`src/rtl/mcsev_pkg.sv`:
```
package mcsev_pkg;

    typedef enum logic [1:0] {
        SEV_CORR   = 2'd0,
        SEV_LOCAL  = 2'd1,
        SEV_GLOBAL = 2'd2,
        SEV_RESET  = 2'd3
    } sev_e;

    typedef struct packed {
        logic rst_en;   // bit2: global -> bus reset
        logic glb_en;   // bit1: local -> global
        logic loc_en;   // bit0: corrected -> local
    } promo_cfg_t;

    localparam int NPEND = 4;

    typedef struct packed {
        sev_e sev;
        logic hit;
        logic tag;
    } err_attr_t;

    function automatic sev_e sev_promote(sev_e s, promo_cfg_t c);
        sev_e r;
        r = s;
        if (r == SEV_CORR   && c.loc_en) r = SEV_LOCAL;
        if (r == SEV_LOCAL  && c.glb_en) r = SEV_GLOBAL;
        if (r == SEV_GLOBAL && c.rst_en) r = SEV_RESET;
        return r;
    endfunction

endpackage

```
`src/rtl/mcsev_promote.sv`:
```
module mcsev_promote
    import mcsev_pkg::*;
(
    input  sev_e       sev_in,
    input  promo_cfg_t cfg,
    output sev_e       sev_out
);
    always_comb sev_out = sev_promote(sev_in, cfg);
endmodule

```
`src/rtl/mcsev_select.sv`:
```
module mcsev_select
    import mcsev_pkg::*;
#(
    parameter int NSRC = 3,
    parameter int AW   = 16
) (
    input  logic [NSRC-1:0]    vld,
    input  err_attr_t          attr [NSRC],
    input  logic [NSRC*AW-1:0] addr,
    output logic               any,
    output logic               multi,
    output err_attr_t          win_attr,
    output logic [AW-1:0]      win_addr,
    output logic [NPEND-1:0]   set_pend
);
    localparam int CW = $clog2(NSRC + 1);

    logic [CW-1:0] cnt;

    always_comb begin
        any      = 1'b0;
        cnt      = '0;
        win_attr = '0;
        win_addr = '0;
        set_pend = '0;
        for (int i = 0; i < NSRC; i++) begin
            if (vld[i]) begin
                cnt = cnt + CW'(1);
                set_pend[attr[i].sev] = 1'b1;
                if (!any || attr[i].sev > win_attr.sev) begin
                    win_attr = attr[i];
                    win_addr = addr[i*AW +: AW];
                end
                any = 1'b1;
            end
        end
        multi = (cnt > CW'(1));
    end
endmodule

```
`src/rtl/mcsev_log.sv`:
```
module mcsev_log
    import mcsev_pkg::*;
#(
    parameter int AW = 16
) (
    input  logic             clk,
    input  logic             rst,
    input  logic             any,
    input  logic             multi,
    input  err_attr_t        win_attr,
    input  logic [AW-1:0]    win_addr,
    input  logic [NPEND-1:0] set_pend,
    input  logic             clr_sig,
    input  logic             clr_stat,
    output logic [NPEND-1:0] pend_q,
    output logic             valid_q,
    output logic             ovf_q,
    output err_attr_t        attr_q,
    output logic [AW-1:0]    addr_q
);
    logic base_valid;
    logic base_ovf;

    always_comb begin
        base_valid = valid_q & ~clr_stat;
        base_ovf   = ovf_q & ~clr_stat;
    end

    always_ff @(posedge clk) begin
        if (rst) begin
            pend_q  <= '0;
            valid_q <= 1'b0;
            ovf_q   <= 1'b0;
            attr_q  <= '0;
            addr_q  <= '0;
        end else begin
            pend_q <= (clr_sig ? '0 : pend_q) | set_pend;
            if (any && !base_valid) begin
                valid_q <= 1'b1;
                ovf_q   <= multi;
                attr_q  <= win_attr;
                addr_q  <= win_addr;
            end else begin
                valid_q <= base_valid;
                ovf_q   <= base_ovf | (any & base_valid);
            end
        end
    end


    log_hold_chk: assert property (@(posedge clk) disable iff (rst)
        (valid_q && !clr_stat) |=> (valid_q && $stable(addr_q) && $stable(attr_q)));


    no_overflow_chk: assert property (@(posedge clk) disable iff (rst)
        ovf_q |-> valid_q);


    pend_sticky_chk: assert property (@(posedge clk) disable iff (rst)
        !clr_sig |=> ((pend_q & $past(pend_q)) == $past(pend_q)));


    stat_clear_chk: assert property (@(posedge clk) disable iff (rst)
        (clr_stat && !any) |=> (!valid_q && !ovf_q));
endmodule

```
`src/rtl/mc_severity_log.sv`:
```
module mc_severity_log
    import mcsev_pkg::*;
#(
    parameter int NSRC = 3,
    parameter int AW   = 16
) (
    input  logic               clk,
    input  logic               rst,
    input  logic [NSRC-1:0]    err_vld,
    input  logic [2*NSRC-1:0]  err_sev,
    input  logic [NSRC*AW-1:0] err_addr,
    input  logic [NSRC-1:0]    err_hit,
    input  logic [NSRC-1:0]    err_tag,
    input  logic               cfg_we,
    input  logic [2:0]         cfg_wdata,
    input  logic               clr_sig,
    input  logic               clr_stat,
    input  logic               mc_mask,
    output logic               cmci_irq,
    output logic               mc_local,
    output logic               mc_global,
    output logic               bus_reset,
    output logic [NPEND-1:0]   pend_o,
    output logic               log_valid,
    output logic               log_ovf,
    output logic [1:0]         log_sev,
    output logic [AW-1:0]      log_addr,
    output logic               log_hit,
    output logic               log_tag,
    output logic [2:0]         ctl_o
);
    promo_cfg_t       ctl_q;
    sev_e             raw_sev [NSRC];
    sev_e             fin_sev [NSRC];
    err_attr_t        attr    [NSRC];
    logic             any, multi;
    err_attr_t        win_attr;
    logic [AW-1:0]    win_addr;
    logic [NPEND-1:0] set_pend;
    logic [NPEND-1:0] pend_q;
    err_attr_t        attr_q;

    always_ff @(posedge clk) begin
        if (rst)         ctl_q <= '0;
        else if (cfg_we) ctl_q <= promo_cfg_t'(cfg_wdata);
    end

    for (genvar i = 0; i < NSRC; i++) begin : g_src
        assign raw_sev[i] = sev_e'(err_sev[2*i +: 2]);

        mcsev_promote u_prom (
            .sev_in  (raw_sev[i]),
            .cfg     (ctl_q),
            .sev_out (fin_sev[i])
        );

        assign attr[i] = '{sev: fin_sev[i], hit: err_hit[i], tag: err_tag[i]};


        promo_up_chk: assert property (@(posedge clk) disable iff (rst)
            err_vld[i] |-> (fin_sev[i] >= raw_sev[i]));


        win_max_chk: assert property (@(posedge clk) disable iff (rst)
            err_vld[i] |-> (win_attr.sev >= fin_sev[i]));
    end

    mcsev_select #(.NSRC(NSRC), .AW(AW)) u_sel (
        .vld      (err_vld),
        .attr     (attr),
        .addr     (err_addr),
        .any      (any),
        .multi    (multi),
        .win_attr (win_attr),
        .win_addr (win_addr),
        .set_pend (set_pend)
    );

    mcsev_log #(.AW(AW)) u_log (
        .clk      (clk),
        .rst      (rst),
        .any      (any),
        .multi    (multi),
        .win_attr (win_attr),
        .win_addr (win_addr),
        .set_pend (set_pend),
        .clr_sig  (clr_sig),
        .clr_stat (clr_stat),
        .pend_q   (pend_q),
        .valid_q  (log_valid),
        .ovf_q    (log_ovf),
        .attr_q   (attr_q),
        .addr_q   (log_addr)
    );

    always_comb begin
        pend_o    = pend_q;
        cmci_irq  = pend_q[SEV_CORR];
        mc_local  = pend_q[SEV_LOCAL] & ~mc_mask;
        mc_global = pend_q[SEV_GLOBAL] & ~mc_mask;
        bus_reset = pend_q[SEV_RESET];
        log_sev   = attr_q.sev;
        log_hit   = attr_q.hit;
        log_tag   = attr_q.tag;
        ctl_o     = ctl_q;
    end


    mask_hold_chk: assert property (@(posedge clk) disable iff (rst)
        (mc_mask && pend_q[SEV_LOCAL] && !clr_sig) |=> pend_q[SEV_LOCAL]);
endmodule

```
`config.mk`:
```
export PLATFORM = sky130hd
export DESIGN_NAME = mc_severity_log
export DESIGN_NICKNAME = d
export VERILOG_FILES = /design/src/rtl/mcsev_pkg.sv /design/src/rtl/mcsev_promote.sv /design/src/rtl/mcsev_select.sv /design/src/rtl/mcsev_log.sv /design/src/rtl/mc_severity_log.sv
export SDC_FILE = /design/constraint.sdc
export NUM_CORES = 1
export LEC_CHECK = 0
export BUFFER_PORTS_ARGS = -buffer_cell sky130_fd_sc_hd__buf_2
export CORE_AREA = 8 8 76 78
export CTS_CLUSTER_SIZE = 25
export DETAILED_ROUTE_END_ITERATION = 12
export DIE_AREA = 0 0 84 86
export PLACE_DENSITY = 0.72
export SLEW_MARGIN = 10
export SYNTH_ARGS = -nofsm -noshare
export SYNTH_HDL_FRONTEND = slang
export SYNTH_SLANG_ARGS = --single-unit
```
`constraint.sdc`:
```
create_clock -name clk -period 4.4 [get_ports clk]
set_clock_uncertainty 0.05 [all_clocks]
set_input_delay 0.44 -clock clk [delete_from_list [all_inputs] [get_ports clk]]
set_output_delay 0.44 -clock clk [all_outputs]
set_load 0.1 [all_outputs]
```
* Word level (Yosys, flattened, before mapping) *
Index checks and enable logic that the tools add are counted.

storage, ports and cells
  register bits after elaboration = 29

cells by class
  eq/ne operators = 6
  add/sub/neg operators = 2
  magnitude comparators = 9
  reduce and logical (&&, ||, !) cells = 21
  muxes and demuxes = 37
  bitwise operators = 11

operators by type and width
  kind                                                                                  number
  16-bit 2-to-1 mux                                                                     5
  4-bit 2-to-1 mux                                                                      9
  2-bit 2-to-1 mux                                                                      11
  1-bit logical AND                                                                     13
  4-bit bitwise OR                                                                      3
  2-bit by 3-bit less-than comparator with 1-bit output (second input constant)         3
  1-bit 2-to-1 mux                                                                      9
  1-bit demux with 2-bit select                                                         3
  2-bit by 1-bit equality test with 1-bit output (second input constant)                3
  2-bit equality test (second input constant)                                           3
  2-bit by 1-bit greater-or-equal comparator with 1-bit output (second input constant)  3
  2-bit zero test                                                                       3
  1-bit AND                                                                             5
  2-bit > comparator                                                                    2
  1-bit zero test                                                                       3
  1-bit by 1-bit adder with 2-bit output (second input constant)                        1
  2-bit by 1-bit adder with 2-bit output (second input constant)                        1
  2-bit by 1-bit > comparator with 1-bit output (second input constant)                 1
  1-bit logical OR                                                                      2
  1-bit NOT                                                                             2
  1-bit bitwise OR                                                                      1

* Longest topological paths before layout *
Gate-level depths: netlist of run 1.

  depth after elaboration = 19
  gate-level depth with buffers = 17

* Modules after synthesis *
A second synthesis of run 1 with hierarchy kept.

unflattened totals
  cells, all modules = 246
  area, all modules = 2039.5 um2

modules (own cells, without submodules)
  module           area each (um2)  times used  cells an instance
  mcsev_log        1124.8           1           109
  mcsev_select     669.4            1           106
  mc_severity_log  128.9            1           13
  mcsev_promote    38.8             3           6

* Worst setup path after synthesis of run 1 *
OpenSTA, ideal clock, no wires.

  kind = reg-to-reg
  start = register ctl_q, in the netlist ctl_o[1]
  end = register u_log.attr_q[2] (netlist name)
  required time = 4234 ps
  period minus slack after synthesis = 4057 ps
  slack = 343 ps
  cell stages (with the launch flop) = 17
  buffers on the path = 2
  data arrival time = 3891 ps
  cells stage by stage = dfxtp_1 > o21ai_0 > o32a_1 > and2_1 > ha_1 > and2b_2 > o211ai_2 > and2_1 > buf_2 > a21o_2 > ha_1 > nor2b_1 > a2bb2oi_1 > o21a_1 > buf_2 > nand2_1 > a31o_1

between the ends
  cells in the longest elaborated chain, start to end = 14

ends and longest elaborated chain
  what                    line                   source
  from (decl)             mc_severity_log.sv:32  promo_cfg_t ctl_q;
  from (signal assigned)  mc_severity_log.sv:45  else if (cfg_we) ctl_q <= promo_cfg_t'(cfg_wdata);
  1-bit logical AND       mcsev_pkg.sv:28        if (r == SEV_LOCAL && c.glb_en) r = SEV_GLOBAL;
  2-bit 2-to-1 mux        mcsev_pkg.sv:28
  2-bit equality test     mcsev_pkg.sv:29        if (r == SEV_GLOBAL && c.rst_en) r = SEV_RESET;
  1-bit logical AND       mcsev_pkg.sv:29
  2-bit 2-to-1 mux        mcsev_pkg.sv:29
  4-bit 2-to-1 mux        mcsev_select.sv:27     if (vld[i]) begin
  2-bit > comparator      mcsev_select.sv:30     if (!any || attr[i].sev > win_attr.sev) begin
  1-bit logical OR        mcsev_select.sv:30
  4-bit 2-to-1 mux        mcsev_select.sv:30
  4-bit 2-to-1 mux        mcsev_select.sv:27
  2-bit > comparator      mcsev_select.sv:30
  1-bit logical OR        mcsev_select.sv:30
  4-bit 2-to-1 mux        mcsev_select.sv:30
  4-bit 2-to-1 mux (*)    mcsev_select.sv:27

Every way passes the cells marked *; elsewhere a longest branch is shown, timed or not.
A chain may end at the register's enable or synchronous reset.

* Worst setup path in the final report of run 1 *
  start = register ctl_q, in the netlist ctl_o[1]
  end = register u_log.attr_q[3] (netlist name)

between the ends
  cells in the longest elaborated chain, start to end = 14

ends and longest elaborated chain
  what                  line
  1-bit logical AND     mcsev_pkg.sv:28
  2-bit 2-to-1 mux      mcsev_pkg.sv:28
  2-bit equality test   mcsev_pkg.sv:29
  1-bit logical AND     mcsev_pkg.sv:29
  2-bit 2-to-1 mux      mcsev_pkg.sv:29
  4-bit 2-to-1 mux      mcsev_select.sv:27
  2-bit > comparator    mcsev_select.sv:30
  1-bit logical OR      mcsev_select.sv:30
  4-bit 2-to-1 mux      mcsev_select.sv:30
  4-bit 2-to-1 mux      mcsev_select.sv:27
  2-bit > comparator    mcsev_select.sv:30
  1-bit logical OR      mcsev_select.sv:30
  4-bit 2-to-1 mux      mcsev_select.sv:30
  4-bit 2-to-1 mux (*)  mcsev_select.sv:27

Marked as above.

==> metrics.yaml, run 1 <==
seq_area_frac_synth_pct: 32.4
dieArea_mm2: 0.00722
drc: 0
cts_tree: "yes"
critPathLaunchType: "flop"
holdPathStages: 3
drtAntennaViolNets: 0
cts_hold_buf: 0
path_clk_slew_ns: 0.06
synth_nets: 281
coreArea_mm2: 0.00460
arrival_ns: 3.94
leakage_nw: 1.09
setup_slack_ns: 0.624
yosysWarnings: 0
synth_area_per_cell_um2: 8.73
r2r_cells: 15
layout-drive-gt1-share_pct: 44.6
place_hpwl_um: 4450
async_flop_share_pct: 0
dr.pass1.iters: 4
seq_area_um2: 581
maxCapViolations: 0
nets: 382
cts_buffers: 5
hold_viol: 0
required_ns: 4.56
slew_viol_final: 0
clockRootBuffer: "clkbuf_8"
worst_setup_path_end_kind: "flop"
status: "completed"
ys_types: 48
vias_per_cell: 5.48
setup_violations: 0
synth_edf_count: 0
antenna_found_initial: 0
period_share_pct: 85.8
max_slew_margin_pct: 32.2
crit_family: "compound AO/OA/AOI/OAI gates"
gp_congestion: 0.802
syn_to_final_growth_pct: 34.1
drt_wl_total_um: 5810
synth-seq-cells: 29
clk_latency_ns: 0.28
grt_max_degree: 20
io_pins: 105
grt_overflow: 0
cp_cell_sequence: "o21ai_0 -> o32a_1 -> and2_1 -> ha_1 -> nand3_1 -> o31ai_4 -> o21ai_0 -> o21ai_0 -> ha_1 -> nor2b_1 -> a2bb2oi_1 -> o21a_1 -> buf_4 -> a31oi_1 -> a21oi_1"
dp_slack_ns: 0.541
p_per_area_mw_per_mm2: 425
ir_drop_uv: 190
cp.depth: 15
crit_path_max_incr_delay_ns: 0.48
dr.first_iter.drc_count: 105
critical_path_class: "flop to flop"
multiInputGateArea_mm2: 0.00111
path_common_cell: "o21ai_0"
cts.sinks: 29
initial_core_util_pct: 38.9
vias: 1979
die_h_um: 86
setup_tns_ns: 0
routedWlPerCell_um: 16.1
std_cell_rows: 25
critPathMaxFanout: 11
worst_slew_pin_slew_ns: 1.01
clockBufferDepth: 2
grt_pass1_wl_um: 9540
antenna_cells: 0
syn-cell-area_mm2: 0.00179
rsz0062_at_grt: "false"
grt_pass1_vias: 2088
cts_setup_buffers: 0
netlist_instances: 205
max_freq_mhz: 265
holdCritPathClass: "primary input to flop"
io_buffers: 104
grt_use_total_pct: 15.7
cts_resized: 0
cp_num_buf_inv: 1
nFillCells: 445
htreeDepth: 2
ys.flop_type: "dfxtp_1"
cp_slowest_cell: "dfxtp_1"
die_w_um: 84
min_period_ns: 3.78
-- layout make-up --
type                            instances  share of cell area [%]
Multi-Input combinational cell        160                    46.4
Inverter                                3                   0.469
Timing Repair Buffer                  107                    22.6
Sequential cell                        29                    24.2
Clock buffer                            6                    3.03
Tap cell                               54                    2.82
Clock inverter                          2                   0.417
-- cells in the mapped netlist (2+ instances only) --
| library cell | instances | share of area, % |
|---|---|---|
| a2bb2oi_1 | 3 | 1.5 |
| a21oi_1 | 5 | 1.4 |
| mux2i_1 | 3 | 1.7 |
| nor2b_1 | 8 | 2.8 |
| dfxtp_1 | 29 | 32 |
| ha_1 | 4 | 2.8 |
| nor2_1 | 9 | 1.9 |
| buf_2 | 7 | 2.0 |
| nand2_1 | 24 | 5.0 |
| nor3_2 | 2 | 1.1 |
| o21ai_1 | 23 | 6.4 |
| a31oi_1 | 3 | 1.0 |
| o31ai_4 | 2 | 2.4 |
| and2_1 | 4 | 1.4 |
| o21a_1 | 3 | 1.3 |
| nand2b_1 | 5 | 1.7 |
| buf_4 | 3 | 1.3 |
| a221oi_1 | 8 | 3.9 |
| inv_1 | 2 | 0.42 |
| a221oi_2 | 10 | 8.4 |
| buf_6 | 2 | 1.3 |
| o21ai_0 | 20 | 5.6 |
-- sequential cells by signal (all words and copies together) (netlist names) --
| register | flops |
|---|---|
| u_log.attr_q | 4 |
| u_log.pend_q | 4 |
| ctl_o | 3 |
| u_log.addr_q | 16 |
| u_log.valid_q | 1 |
| u_log.ovf_q | 1 |
-- where the power goes --
part / leakage [nW] / total [mW] / internal (mW) / switching (mW)
Clock: 0.0450 / 0.209 / 0.109 / 0.0996
Sequential: 0.240 / 0.312 / 0.294 / 0.0181
Combinational: 0.809 / 0.498 / 0.121 / 0.377
Total: 1.09 / 1.02 / 0.524 / 0.494
-- cell families after synthesis --
family / after synthesis / synth area share [%]
compound gates: 90 / 38.5
flops: 29 / 32.4
fa+ha+maj: 5 / 3.36
mux: 3 / 1.68
simple gates: 62 / 18.7
buf+inv: 16 / 5.31
-- worst register-to-register path: cells and delay by family, from the launching register on --
family,cells,cell delay (ns)
buffers and inverters,1,0.30
adder cells (fa/ha/maj),2,0.60
flip-flops,1,0.48
AND/OR/NAND/NOR,3,0.49
AO/OA/AOI/OAI,9,1.78
-- final timing paths --
| check | from | slack, ns | to |
|---|---|---|---|
| worst max-delay path | ctl_o[1]$_SDFFE_PP0P_ | 0.62 | u_log.attr_q[3]$_SDFFE_PP0P_ |
| worst min-delay path | cfg_wdata[1] | 0.35 | ctl_o[1]$_SDFFE_PP0P_ |
| worst max register to register | ctl_o[1]$_SDFFE_PP0P_ | 0.62 | u_log.attr_q[3]$_SDFFE_PP0P_ |
| worst min register to register | u_log.addr_q[15]$_SDFFE_PP0P_ | 0.39 | u_log.addr_q[15]$_SDFFE_PP0P_ |
-- through the flow --
| step | hold WS (ns) | total power [mW] | cell area, um^2 | utilization [%] | cells |
|---|---|---|---|---|---|
| floorplan | 0.537 | 0.715 | 1790 | - | 205 |
| global placement | 0.381 | 0.811 | 2320 | 50.4 | 353 |
| detailed placement | 0.387 | 0.816 | 2320 | 50.4 | 353 |
| CTS | 0.338 | 1.03 | 2400 | 52.2 | 361 |
| global route | 0.360 | 1.07 | 2400 | 52.2 | 361 |
| finish | 0.348 | 1.02 | 2400 | 52.2 | 361 |
-- per-layer routing --
metal | global-route usage (%) | share of wire (%) | vias up | routed length, um
met5 | 0 | 0 | - | 0
met4 | 5.49 | 0.34 | 0 | 20
met3 | 6.45 | 9.5 | 2 | 553
met2 | 26.8 | 48 | 92 | 2820
met1 | 17.2 | 42 | 913 | 2420
li1 | - | - | 972 | -
-- layout by cell type, fill, tap and decap left out, types with 3 or more instances in the layout --
cell,instances
buf_2,104
nand2b_1,5
nor2_1,9
ha_1,4
buf_4,3
o21ai_1,23
o21a_1,3
o21ai_0,20
a21oi_1,5
clkbuf_8,5
dfxtp_1,29
and2_1,4
a221oi_2,10
a31oi_1,3
a221oi_1,8
mux2i_1,3
a2bb2oi_1,3
nand2_1,24
nor2b_1,8
Note: power is estimated with default switching activity, not from simulation.
==> inputs of run 2 (changes only) <==
--- a/config.mk
+++ b/config.mk
@@ -5,7 +5,7 @@
 export SDC_FILE = /design/constraint.sdc
 export NUM_CORES = 1
 export LEC_CHECK = 0
-export BUFFER_PORTS_ARGS = -buffer_cell sky130_fd_sc_hd__buf_2
+export BUFFER_PORTS_ARGS = -buffer_cell sky130_fd_sc_hd__buf_4
 export CORE_AREA = 8 8 76 78
 export CTS_CLUSTER_SIZE = 25
 export DETAILED_ROUTE_END_ITERATION = 12
==> run 2 against run 1 <==
  * Flip-flop and latch count unchanged
  * First-iteration DRC count is 28% lower
  * Wire length up 3.8%
  * Cell count is the same
  * Highest routed layer unchanged
  * Largest power group unchanged
  * Cell area up 12%
  * Clock power up 36%
  * Worst setup slack better by 0.052 ns
==> metrics.yaml, run 2 (synthesis gave the netlist of run 1 again) <==
status: "completed"
r2r_start: "ctl_o[1]$_SDFFE_PP0P_"
nets: 382
switching_power_uw: 496
gp_congestion: 0.800
cts_setup_buffers: 0
dp_slack_ns: 0.519
holdPathStages: 3
layout_common_cells: "buf_4, dfxtp_1, nand2_1, o21ai_1, o21ai_0"
nFillCells: 429
max_slew_margin_pct: 30.2
place_hpwl_um: 4670
cts_hold_buf: 0
initial_core_util_pct: 38.9
internal_power_uw: 636
largest_reg_flops: 16
clockRootBuffer: "clkbuf_8"
r2r_cells: 15
leakage_nw: 1.18
r2r_setup_slack_ns: 0.68
grt_util_met1_pct: 20.3
dr.pass1.iters: 4
clk_latency_ns: 0.28
hold_ws_ns: 0.355
rsz0062_at_grt: "false"
regMostFlops: "u_log.addr_q"
cts_buffers: 5
die_h_um: 86
dp.cells: 353
top_regs: "u_log.addr_q x16, u_log.attr_q x4, u_log.pend_q x4"
coreArea_mm2: 0.00460
drtAntennaViolNets: 0
reg2reg_to: "u_log.attr_q[3]$_SDFFE_PP0P_"
pwr-share-seq_pct: 27.7
clockBufferDepth: 2
use_met3_pct: 5.78
gr-usage-met2_pct: 25.9
vias: 1975
critPathLaunchType: "flop"
grt_use_total_pct: 16.4
busiest_layer: "met2"
dieArea_mm2: 0.00722
pwr-share-clk_pct: 25.1
hold_end: "ctl_o[0]$_SDFFE_PP0P_"
maxCapViolations: 0
cts.sinks: 29
worstHoldStart: "cfg_wdata[0]"
worst_slew_pin_slew_ns: 1.04
dr.first_iter.drc_count: 76
io_buffers: 104
antenna_found_initial: 0
placed_area_mm2: 0.00258
grt_max_degree: 20
setup_violations: 0
routedWlPerCell_um: 16.7
path_clk_slew_ns: 0.06
die_w_um: 84
grt_pass1_wl_um: 9860
slew_viol_final: 0
grt_pass1_vias: 2023
holdCritPathClass: "primary input to flop"
stdcell_area_mm2: 0.00269
setup_tns_ns: 0
period_share_pct: 84.7
vias_per_cell: 5.47
layout-drive-gt1-share_pct: 44.6
syn_to_final_growth_pct: 50.5
hold_viol: 0
critical_path_class: "flop to flop"
setup_slack_ns: 0.675
final_common_cell: "buf_4"
post-route-util_pct: 58.6
p_per_area_mw_per_mm2: 420
cts_tree: "yes"
max_freq_mhz: 268
grt_overflow: 0
drc: 0
io_pins: 105
cts_resized: 0
antenna_cells: 0
std_cell_rows: 25
min_period_ns: 3.72
worst_setup_path_end_kind: "flop"
critPathMaxFanout: 11
p_total_mw: 1.13
required_ns: 4.56
swShare_pct: 43.8
arrival_ns: 3.88
final_cells: 361
htreeDepth: 2
comb_power_share_pct: 47.2
drt_wl_total_um: 6030
ir_drop_uv: 183
## run 2: worst max path at each step
stage / cells after the start / to / start
floorplan: 16 / u_log.attr_q[2]$_SDFFE_PP0P_ / ctl_o[1]$_SDFFE_PP0P_
global placement: 15 / u_log.attr_q[3]$_SDFFE_PP0P_ / err_sev[0]
detailed placement: 15 / u_log.attr_q[3]$_SDFFE_PP0P_ / err_sev[0]
CTS: 14 / u_log.attr_q[3]$_SDFFE_PP0P_ / ctl_o[0]$_SDFFE_PP0P_
global route: 14 / u_log.attr_q[3]$_SDFFE_PP0P_ / ctl_o[0]$_SDFFE_PP0P_
finish: 15 / u_log.attr_q[3]$_SDFFE_PP0P_ / ctl_o[1]$_SDFFE_PP0P_
## run 2: power groups by stage
stage          logic, mW  clock network, mW  registers, mW
4_1_cts            0.538              0.293          0.314
3_3_place_gp       0.532                  0          0.318
2_1_floorplan      0.177                  0          0.538
3_5_place_dp       0.536                  0          0.320
5_1_grt            0.563              0.306          0.318
6_report           0.534              0.284          0.314
## run 2: metal layers
layer	vias up	wire length, um
li1	972	-
met2	84	2820
met5	-	0
met1	913	2730
met3	6	433
met4	0	50
## run 2: final cells by class
| class | instances | area, um^2 | share of cell area [%] |
|---|---|---|---|
| sequential | 29 | 581 | 21.6 |
| timing repair buffer | 107 | 803 | 29.8 |
| clock buffer | 7 | 86.3 | 3.21 |
| inverter | 3 | 11.3 | 0.418 |
| multi-input combinational | 160 | 1110 | 41.4 |
| clock inverter | 1 | 30.0 | 1.12 |
| tap | 54 | 67.6 | 2.51 |
## run 2: critical path, cell delays in order, from the launching register on
cell       delay [ns]
dfxtp_1          0.50
o21ai_0          0.15
o32a_1           0.28
and2_1           0.20
ha_1             0.28
nand3_1          0.12
o31ai_4          0.11
o21ai_0          0.22
o21ai_0          0.13
ha_1             0.30
nor2b_1          0.12
a2bb2oi_1        0.25
o21a_1           0.39
buf_4            0.30
a31oi_1          0.11
a21oi_1          0.15
==> inputs of run 3 (changes only) <==
==> constraint.sdc (replaced) <==
create_clock -name clk -period 3.5 [get_ports clk]
set_clock_uncertainty 0.05 [all_clocks]
set_input_delay 0.35 -clock clk [delete_from_list [all_inputs] [get_ports clk]]
set_output_delay 0.35 -clock clk [all_outputs]
set_load 0.1 [all_outputs]
==> run 3 against run 2 <==
  * First-iteration DRC count fell by 45%
  * Flip-flop and latch count unchanged
  * Via count down 1.2%
  * Wire length grew 0.71%
  * Count of clock-buffer cells in the layout did not move
  * Clock power down 3%
  * Power up 20%
  * Sequential share of layout area up 0.14 points
  * Largest cell class unchanged
  * Highest routed layer unchanged
==> metrics.yaml, run 3 (synthesis gave the netlist of run 1 again) <==
status: "completed"
regMostFlops: "u_log.addr_q"
worst_slew_pin_slew_ns: 0.972
grt_use_total_pct: 16.3
critPathMaxFanout: 10
p_per_area_mw_per_mm2: 500
rsz0062_at_grt: "false"
top_regs: "u_log.addr_q x16, u_log.attr_q x4, u_log.pend_q x4"
antenna_found_initial: 0
clockBufferDepth: 2
die_h_um: 86
clockRootBuffer: "clkbuf_8"
multiInputGateArea_mm2: 0.00113
io_pins: 105
place_hpwl_um: 4690
cts_buffers: 5
cts.sinks: 29
worst_setup_path_end_kind: "flop"
leakage_nw: 1.19
coreArea_mm2: 0.00460
clk_latency_ns: 0.28
routedWlPerCell_um: 16.7
period_share_pct: 96.4
htreeDepth: 2
slew_viol_final: 0
drtAntennaViolNets: 0
path_clk_slew_ns: 0.06
setup_tns_ns: 0
max_slew_margin_pct: 34.8
dieArea_mm2: 0.00722
layout-drive-gt1-share_pct: 46.5
nFillCells: 426
grt_max_degree: 20
dr.pass1.iters: 4
die_w_um: 84
arrival_ns: 3.49
critPathLaunchType: "flop"
grt_pass1_vias: 2096
final_common_cell: "buf_4"
hold_viol: 0
critical_path_class: "flop to flop"
cts_tree: "yes"
syn_to_final_growth_pct: 51.7
hold_ws_ns: 0.256
gp_congestion: 0.809
grt_pass1_wl_um: 9870
vias: 1951
max_freq_mhz: 296
setup_violations: 0
holdCritPathClass: "primary input to flop"
seq_area_um2: 589
cts_setup_buffers: 0
min_period_ns: 3.37
layout_common_cells: "buf_4, dfxtp_1, nand2_1, o21ai_1, o21ai_0"
vias_per_cell: 5.36
p_total_mw: 1.36
ir_drop_uv: 233
drc: 0
initial_core_util_pct: 38.9
nets: 386
io_buffers: 104
largest_reg_flops: 16
required_ns: 3.62
std_cell_rows: 25
antenna_cells: 0
drt_wl_total_um: 6070
maxCapViolations: 0
grt_overflow: 0
dr.first_iter.drc_count: 42
==> run 3: changes by cell type in the layout (fill, tap and decap cells not counted), sizes merged <==
cell / previous run / this run
buf: 107 / 111
bufinv: 1 / 0
==> run 3: worst paths after layout <==
check                                                     to  cells past startpoint                         start  slack [ns]
worst min-delay path                   ctl_o[2]$_SDFFE_PP0P_                      3                  cfg_wdata[2]        0.26
worst max register to register  u_log.attr_q[2]$_SDFFE_PP0P_                     14         ctl_o[0]$_SDFFE_PP0P_        0.13
worst min register to register  u_log.addr_q[0]$_SDFFE_PP0P_                      2  u_log.addr_q[0]$_SDFFE_PP0P_        0.40
worst max-delay path            u_log.attr_q[2]$_SDFFE_PP0P_                     14         ctl_o[0]$_SDFFE_PP0P_        0.13
==> run 3: worst max-delay path: stages, from the launching register on <==
cell,delay [ns]
dfxtp_4,0.38
o32a_1,0.37
and2_1,0.17
ha_1,0.29
nand3_1,0.13
o31ai_4,0.09
o21ai_0,0.21
o21ai_0,0.13
ha_1,0.31
nor2b_1,0.15
a2bb2oi_2,0.15
o21a_1,0.21
buf_4,0.18
a211o_1,0.24
a31o_1,0.20
==> run 3: power breakdown <==
group / internal [mW] / total, mW / leakage [nW] / switching (mW)
Sequential: 0.369 / 0.393 / 0.242 / 0.0241
Clock: 0.156 / 0.276 / 0.0443 / 0.120
Combinational: 0.208 / 0.689 / 0.901 / 0.481
==> run 3: area by class of cell <==
type | instances | area share, %
multi-input cells | 160 | 41.5
repair buffers | 111 | 30.7
flip-flops and latches | 29 | 21.7
well taps | 54 | 2.49
inverters | 3 | 0.415
clock buffers | 7 | 3.18
==> run 3: routing by layer <==
metal | global-route usage, % | routed length [um]
met1 | 18.1 | 2560
met2 | 28.3 | 3000
met3 | 5.50 | 447
met4 | 5.49 | 61
met5 | 0 | 0
==> run 3: timing repair <==
action,in CTS,in global routing
setup endpoints to repair,0,19
endpoints found under the hold margin,0,0
hold buffers,0,0
gates resized for setup,0,2
==> run 3: through the flow <==
stage               util (%)  setup WS [ns]  instance area (um^2)  cells
finish                  59.0          0.126                  2720    364
global route            59.0        0.00785                  2720    364
CTS                     58.7         0.0963                  2700    364
detailed placement      56.9       0.000374                  2620    357
global placement        56.9         0.0631                  2620    357
floorplan                  -        0.00404                  1800    205
